## config.mk

```make
export PLATFORM = sky130hd
export DESIGN_NAME = scanline_irq_gen
export DESIGN_NICKNAME = d
export VERILOG_FILES = /design/src/rtl/scanline_irq_pkg.sv /design/src/rtl/scanline_irq_regs.sv /design/src/rtl/scanline_irq_linecnt.sv /design/src/rtl/scanline_irq_fsm.sv /design/src/rtl/scanline_irq_gen.sv
export SDC_FILE = /design/constraint.sdc
export NUM_CORES = 1
export LEC_CHECK = 0
export ABC_AREA = 1
export ABC_CLOCK_PERIOD_IN_PS = 2230
export BUFFER_PORTS_ARGS = -buffer_cell sky130_fd_sc_hd__buf_2
export CAP_MARGIN = 20
export CORE_MARGIN = 10
export CORE_UTILIZATION = 30
export DETAILED_ROUTE_END_ITERATION = 10
export HOLD_SLACK_MARGIN = 0.08
export MAX_ROUTING_LAYER = met4
export PLACE_DENSITY = 0.5
export SYNTH_ARGS = -nofsm -noshare
export SYNTH_HDL_FRONTEND = slang
export SYNTH_SLANG_ARGS = --single-unit
```

## constraint.sdc

```tcl
create_clock -name clk -period 2.23 [get_ports clk]
set_input_delay 0.223 -clock clk [delete_from_list [all_inputs] [get_ports clk]]
set_output_delay 0.223 -clock clk [all_outputs]
set_load 0.005 [all_outputs]
```

## src/rtl/scanline_irq_pkg.sv

```systemverilog
package scanline_irq_pkg;
    typedef enum logic {
        IRQ_IDLE   = 1'b0,
        IRQ_RAISED = 1'b1
    } irq_state_e;

    localparam int STATUS_PEND_BIT  = 7;
    localparam int STATUS_FRAME_BIT = 6;
    localparam int ENABLE_BIT       = 7;
endpackage

```

## src/rtl/scanline_irq_regs.sv

```systemverilog
module scanline_irq_regs #(
    parameter int                ADDR_W      = 16,
    parameter int                CNT_W       = 8,
    parameter logic [ADDR_W-1:0] TARGET_ADDR = 16'h5203,
    parameter logic [ADDR_W-1:0] STATUS_ADDR = 16'h5204
) (
    input  logic              clk,
    input  logic              rst_n,
    input  logic              cpu_wr,
    input  logic              cpu_rd,
    input  logic [ADDR_W-1:0] cpu_addr,
    input  logic [7:0]        cpu_wdata,
    output logic [CNT_W-1:0]  target_q,
    output logic              enable_q,
    output logic              rd_status
);
    import scanline_irq_pkg::*;

    logic wr_target;
    logic wr_status;

    assign wr_target = cpu_wr && (cpu_addr == TARGET_ADDR);
    assign wr_status = cpu_wr && (cpu_addr == STATUS_ADDR);
    assign rd_status = cpu_rd && (cpu_addr == STATUS_ADDR);

    always_ff @(posedge clk or negedge rst_n) begin
        if (!rst_n) begin
            target_q <= '0;
            enable_q <= 1'b0;
        end else begin
            if (wr_target) target_q <= cpu_wdata[CNT_W-1:0];
            if (wr_status) enable_q <= cpu_wdata[ENABLE_BIT];
        end
    end
endmodule

```

## src/rtl/scanline_irq_linecnt.sv

```systemverilog
module scanline_irq_linecnt #(
    parameter int CNT_W = 8
) (
    input  logic             clk,
    input  logic             rst_n,
    input  logic             frame_start,
    input  logic             line_tick,
    input  logic             enable_q,
    input  logic [CNT_W-1:0] target_q,
    output logic [CNT_W-1:0] count_q,
    output logic             in_frame,
    output logic             hit
);
    localparam logic [CNT_W-1:0] CNT_MAX = {CNT_W{1'b1}};

    logic tick_eff;

    assign tick_eff = line_tick && !frame_start;

    always_ff @(posedge clk or negedge rst_n) begin
        if (!rst_n) begin
            count_q <= '0;
        end else if (frame_start) begin
            count_q <= '0;
        end else if (line_tick && (count_q != CNT_MAX)) begin
            count_q <= count_q + 1'b1;
        end
    end

    assign in_frame = (count_q != '0);
    assign hit      = tick_eff && enable_q && (target_q != '0) && (count_q == target_q);
endmodule

```

## src/rtl/scanline_irq_fsm.sv

```systemverilog
module scanline_irq_fsm (
    input  logic clk,
    input  logic rst_n,
    input  logic hit,
    input  logic rd_status,
    output logic irq
);
    import scanline_irq_pkg::*;

    irq_state_e state_q;
    irq_state_e state_d;

    always_comb begin
        state_d = state_q;
        unique case (state_q)
            IRQ_IDLE:   if (hit)                state_d = IRQ_RAISED;
            IRQ_RAISED: if (rd_status && !hit)  state_d = IRQ_IDLE;
            default:                            state_d = IRQ_IDLE;
        endcase
    end

    always_ff @(posedge clk or negedge rst_n) begin
        if (!rst_n) state_q <= IRQ_IDLE;
        else        state_q <= state_d;
    end

    always_comb begin
        irq = (state_q == IRQ_RAISED);
    end
endmodule

```

## src/rtl/scanline_irq_gen.sv

```systemverilog
module scanline_irq_gen #(
    parameter int                ADDR_W      = 16,
    parameter int                CNT_W       = 8,
    parameter logic [ADDR_W-1:0] TARGET_ADDR = 16'h5203,
    parameter logic [ADDR_W-1:0] STATUS_ADDR = 16'h5204
) (
    input  logic              clk,
    input  logic              rst_n,
    input  logic              frame_start,
    input  logic              line_tick,
    input  logic              cpu_wr,
    input  logic              cpu_rd,
    input  logic [ADDR_W-1:0] cpu_addr,
    input  logic [7:0]        cpu_wdata,
    output logic [7:0]        cpu_rdata,
    output logic              irq,
    output logic              in_frame
);
    import scanline_irq_pkg::*;

    logic [CNT_W-1:0] target_q;
    logic [CNT_W-1:0] count_q;
    logic             enable_q;
    logic             rd_status;
    logic             hit;

    scanline_irq_regs #(
        .ADDR_W(ADDR_W), .CNT_W(CNT_W),
        .TARGET_ADDR(TARGET_ADDR), .STATUS_ADDR(STATUS_ADDR)
    ) u_regs (
        .clk(clk), .rst_n(rst_n), .cpu_wr(cpu_wr), .cpu_rd(cpu_rd),
        .cpu_addr(cpu_addr), .cpu_wdata(cpu_wdata),
        .target_q(target_q), .enable_q(enable_q), .rd_status(rd_status)
    );

    scanline_irq_linecnt #(.CNT_W(CNT_W)) u_cnt (
        .clk(clk), .rst_n(rst_n), .frame_start(frame_start),
        .line_tick(line_tick), .enable_q(enable_q), .target_q(target_q),
        .count_q(count_q), .in_frame(in_frame), .hit(hit)
    );

    scanline_irq_fsm u_fsm (
        .clk(clk), .rst_n(rst_n), .hit(hit), .rd_status(rd_status), .irq(irq)
    );

    always_comb begin
        cpu_rdata = '0;
        if (rd_status) begin
            cpu_rdata[STATUS_PEND_BIT]  = irq;
            cpu_rdata[STATUS_FRAME_BIT] = in_frame;
        end
    end
endmodule

```

==> metrics.md <==
| Metric | Value |
|---|---|
| Synth area leaders | sky130_fd_sc_hd__dfrtp_1 37%, sky130_fd_sc_hd__nand2_1 17%, sky130_fd_sc_hd__nand3_1 8.6% |
| Cell breakdown of the critical path | inv_1 > ha_1 > nand2_1 > nor3_1 > a21oi_1 > buf_2 |
| Highest clock rate | 595 MHz |
| Dpl hpwl | approximately 2.5 mm |
| Routed length per placed instance | 11.5 um |
| Total power divided by cell area | roughly 470 nW/um2 |
| # DRC | 0 |
| CP Max Fanout | 4 |
| Initial detailed-routing violation count | between 60 and 70 |
| Proportion of synthesized chip area in sequential cells | 36.7% |
| # port buffers | 33 |
| Maxcap violations | 0 |
| Nature of the critical path endpoint | output pin |
| Root buf cell | sky130_fd_sc_hd__clkbuf_8 |
| Number of detailed-route iterations in the first pass | 4 |
| Critical path launch point type | register |
| Final Util | 37.3% |
| Worst clock skew on the final layout | around 0.008 ns |
| Count of clock tree sinks | 18 |
| H-tree Lvls | 1 |
| Maximum number of pins on one net before global-route repair | 19 |
| DR vias | 1144 |
| Largest voltage drop on the vdd net | approximately 190 uV |
| Core box area | just under 4000 um2 |
| Run status | completed |
| Number of placed I/O pins | 40 |
| Inserted Diodes | 0 |
| CTS tree | done |
| Post-synthesis register bit count | 18 |
| Hold/Removal Path Class | in2reg |
| Most common flop cell mapped by yosys | sky130_fd_sc_hd__dfrtp_1 |
| Placement Rows | 23 |
| Via/cell ratio | 4.33 |
| Initial cell density of the core | 30.9% |
| Cell leakage power | between 0.7 and 0.8 nW |
| Endpoints failing hold | 0 |
| Mapped Cells | 179 |
| Grt ovf | 0 |
| Number of enable-type register cells in the synthesized netlist | 0 |
| Clk Latency, worst-skew pair | roughly 0.26 ns |
| Global-route wire length before repair | 5.47 mm |
| Worst EP required | 2.01 ns |
| Commonest cells post-synth | 57 x sky130_fd_sc_hd__nand2_1, 23 x sky130_fd_sc_hd__nor2_1, 21 x sky130_fd_sc_hd__nand3_1 |
| Worst R2R Setup Slack | 0.88 ns |
| Antenna violations before repair | 0 |
| Longest Clk Path Bufs | 2 |
| Count of unique library cells instantiated by Yosys | 21 |
| Final Routed Wirelength | 3.05 mm |
| CTS buffer count | 3 |
| Warning count from the yosys run | 0 |
| Async set-reset flop share out of synthesis | 100% |
| GPL Wtd Cong | 0.800 |
| Die X | 84.0 um |
| Mean instance size in the synthesized netlist | 6.86 um2 |
| Signal arrival time at the worst endpoint | roughly 1.5 ns |
| Worst stage delay on the critical path | 0.43 ns |
| Library cell with the largest summed area after synthesis | sky130_fd_sc_hd__dfrtp_1 |
| Overall fraction of global-route tracks in use | 9.49% |
| Number of endpoints failing setup at the final stage | 0 |
| Fraction of post-synthesis cell area in the top cell type by area | 36.7% |
| Final-stage net count | 247 |
| Overall die height | 84.0 um |
| Setup TNS after final layout | 0 ns |
| Count of cells resized by post-cts repair | 0 |
| Syn-to-layout area delta | 20.5% |
| Most common cell in the synthesized netlist | sky130_fd_sc_hd__nand2_1 |
| Synthesized area | 1230 um2 |
| Critical path type | reg2out |
| Die ar. | 7060 um2 |
| Unrepaired setup endpoints after global routing | false |
| Clock-pin slew on the worst setup and hold paths | 0.08 ns |
| Ratio of cells with drive above 1 in the final layout | between 20% and 30% |
| Vias in the first global route | 1236 |
| Remaining antenna violation count after routing | 0 |
| Worst-path cell with the longest stage delay | sky130_fd_sc_hd__dfrtp_1 |
| Shortest clock period the worst path allows after layout | about 1.7 ns |
| Count of final max-slew check failures | 0 |
| Share of the clock period used by the worst path after layout | between 70% and 80% |
-- logic make-up after synthesis --
| group | after synthesis | synth area share [%] |
|---|---|---|
| simple gates | 119 | 43.0 |
| buf+inv | 28 | 11.7 |
| flops | 18 | 36.7 |
| xor+xnor | 6 | 4.28 |
| compound gates | 5 | 2.04 |
| fa+ha+maj | 2 | 2.04 |
| other cells | 1 | 0.305 |
-- report_power, final --
part	total, mW	internal [mW]	switching (mW)
logic	0.0773	0.0349	0.0425
registers	0.335	0.330	0.00548
clock network	0.276	0.157	0.119
total	0.689	0.522	0.167
-- worst paths after layout --
check	depth (start not counted)	start	endpoint
worst max-delay path	6	u_cnt.count_q[0]	cpu_rdata[6]
worst min-delay path	3	cpu_wdata[2]	u_regs.target_q[2]
worst max register to register	8	u_cnt.count_q[0]	u_cnt.count_q[1]
worst min register to register	2	u_fsm.irq	u_fsm.irq
max in group asynchronous	2	rst_n	u_fsm.irq
min in group asynchronous	2	rst_n	u_cnt.count_q[3]
-- cells in the final DEF, fill, tap and decap left out --
master,count
sky130_fd_sc_hd__nand2_1,57
sky130_fd_sc_hd__buf_2,33
sky130_fd_sc_hd__nor2_1,23
sky130_fd_sc_hd__nand3_1,21
sky130_fd_sc_hd__inv_1,18
sky130_fd_sc_hd__dfrtp_1,18
sky130_fd_sc_hd__nand4_1,6
sky130_fd_sc_hd__conb_1,6
sky130_fd_sc_hd__xnor2_1,5
sky130_fd_sc_hd__nor2_2,4
sky130_fd_sc_hd__clkbuf_8,4
sky130_fd_sc_hd__nor3_1,2
sky130_fd_sc_hd__a21oi_1,2
sky130_fd_sc_hd__nand2_2,2
sky130_fd_sc_hd__nand2_4,2
sky130_fd_sc_hd__o21ai_1,2
sky130_fd_sc_hd__ha_1,2
sky130_fd_sc_hd__nand3b_1,1
sky130_fd_sc_hd__o21ai_0,1
sky130_fd_sc_hd__clkinv_4,1
sky130_fd_sc_hd__xor2_1,1
sky130_fd_sc_hd__nor3b_1,1
sky130_fd_sc_hd__dlygate4sd3_1,1
sky130_fd_sc_hd__buf_4,1
-- area by class of cell --
| cell class | count | area [um2] |
|---|---|---|
| repair buffers | 35 | 183 |
| fillers | 438 | 2490 |
| well taps | 50 | 62.6 |
| multi-input cells | 138 | 653 |
| flip-flops and latches | 18 | 450 |
| clock buffers | 4 | 55.1 |
| inverters | 19 | 76.3 |
-- stage by stage --
step	hold WS, ns	instances	cell area [um2]	power, mW	setup WS (ns)
3_5_place_dp	0.189	259	1420	0.420	0.813
6_report	0.195	264	1480	0.689	0.550
2_1_floorplan	-0.0726	184	1250	0.382	1.01
3_3_place_gp	0.186	259	1420	0.418	0.827
5_1_grt	0.190	264	1480	0.730	0.385
4_1_cts	0.190	264	1480	0.698	0.518
-- layer usage --
metal / vias up / part of all wire, % / global-route usage (%)
met5: - / 0 / -
met4: 0 / 0.85 / 2.74
met3: 2 / 7.2 / 4.00
met2: 37 / 44 / 14.8
met1: 487 / 48 / 10.9
li1: 618 / - / -
-- timing repair --
item,in CTS,in global routing
hold buffers,1,0
buffers inserted,0,0
endpoints found under the hold margin,18,0
-- worst max-delay path: cells and delay by family (launching register included) --
| kind | cells | cell delay, ns |
|---|---|---|
| compound gates | 1 | 0.10 |
| fa+ha+maj | 1 | 0.15 |
| buf+inv | 2 | 0.26 |
| flops | 1 | 0.43 |
| simple gates | 2 | 0.27 |
-- state kept, by name (all words and copies together) (netlist names) --
register / flops
u_cnt.count_q: 8
u_regs.target_q: 8
u_fsm.irq: 1
u_regs.enable_q: 1
Note: power is estimated with default switching activity, not from simulation.
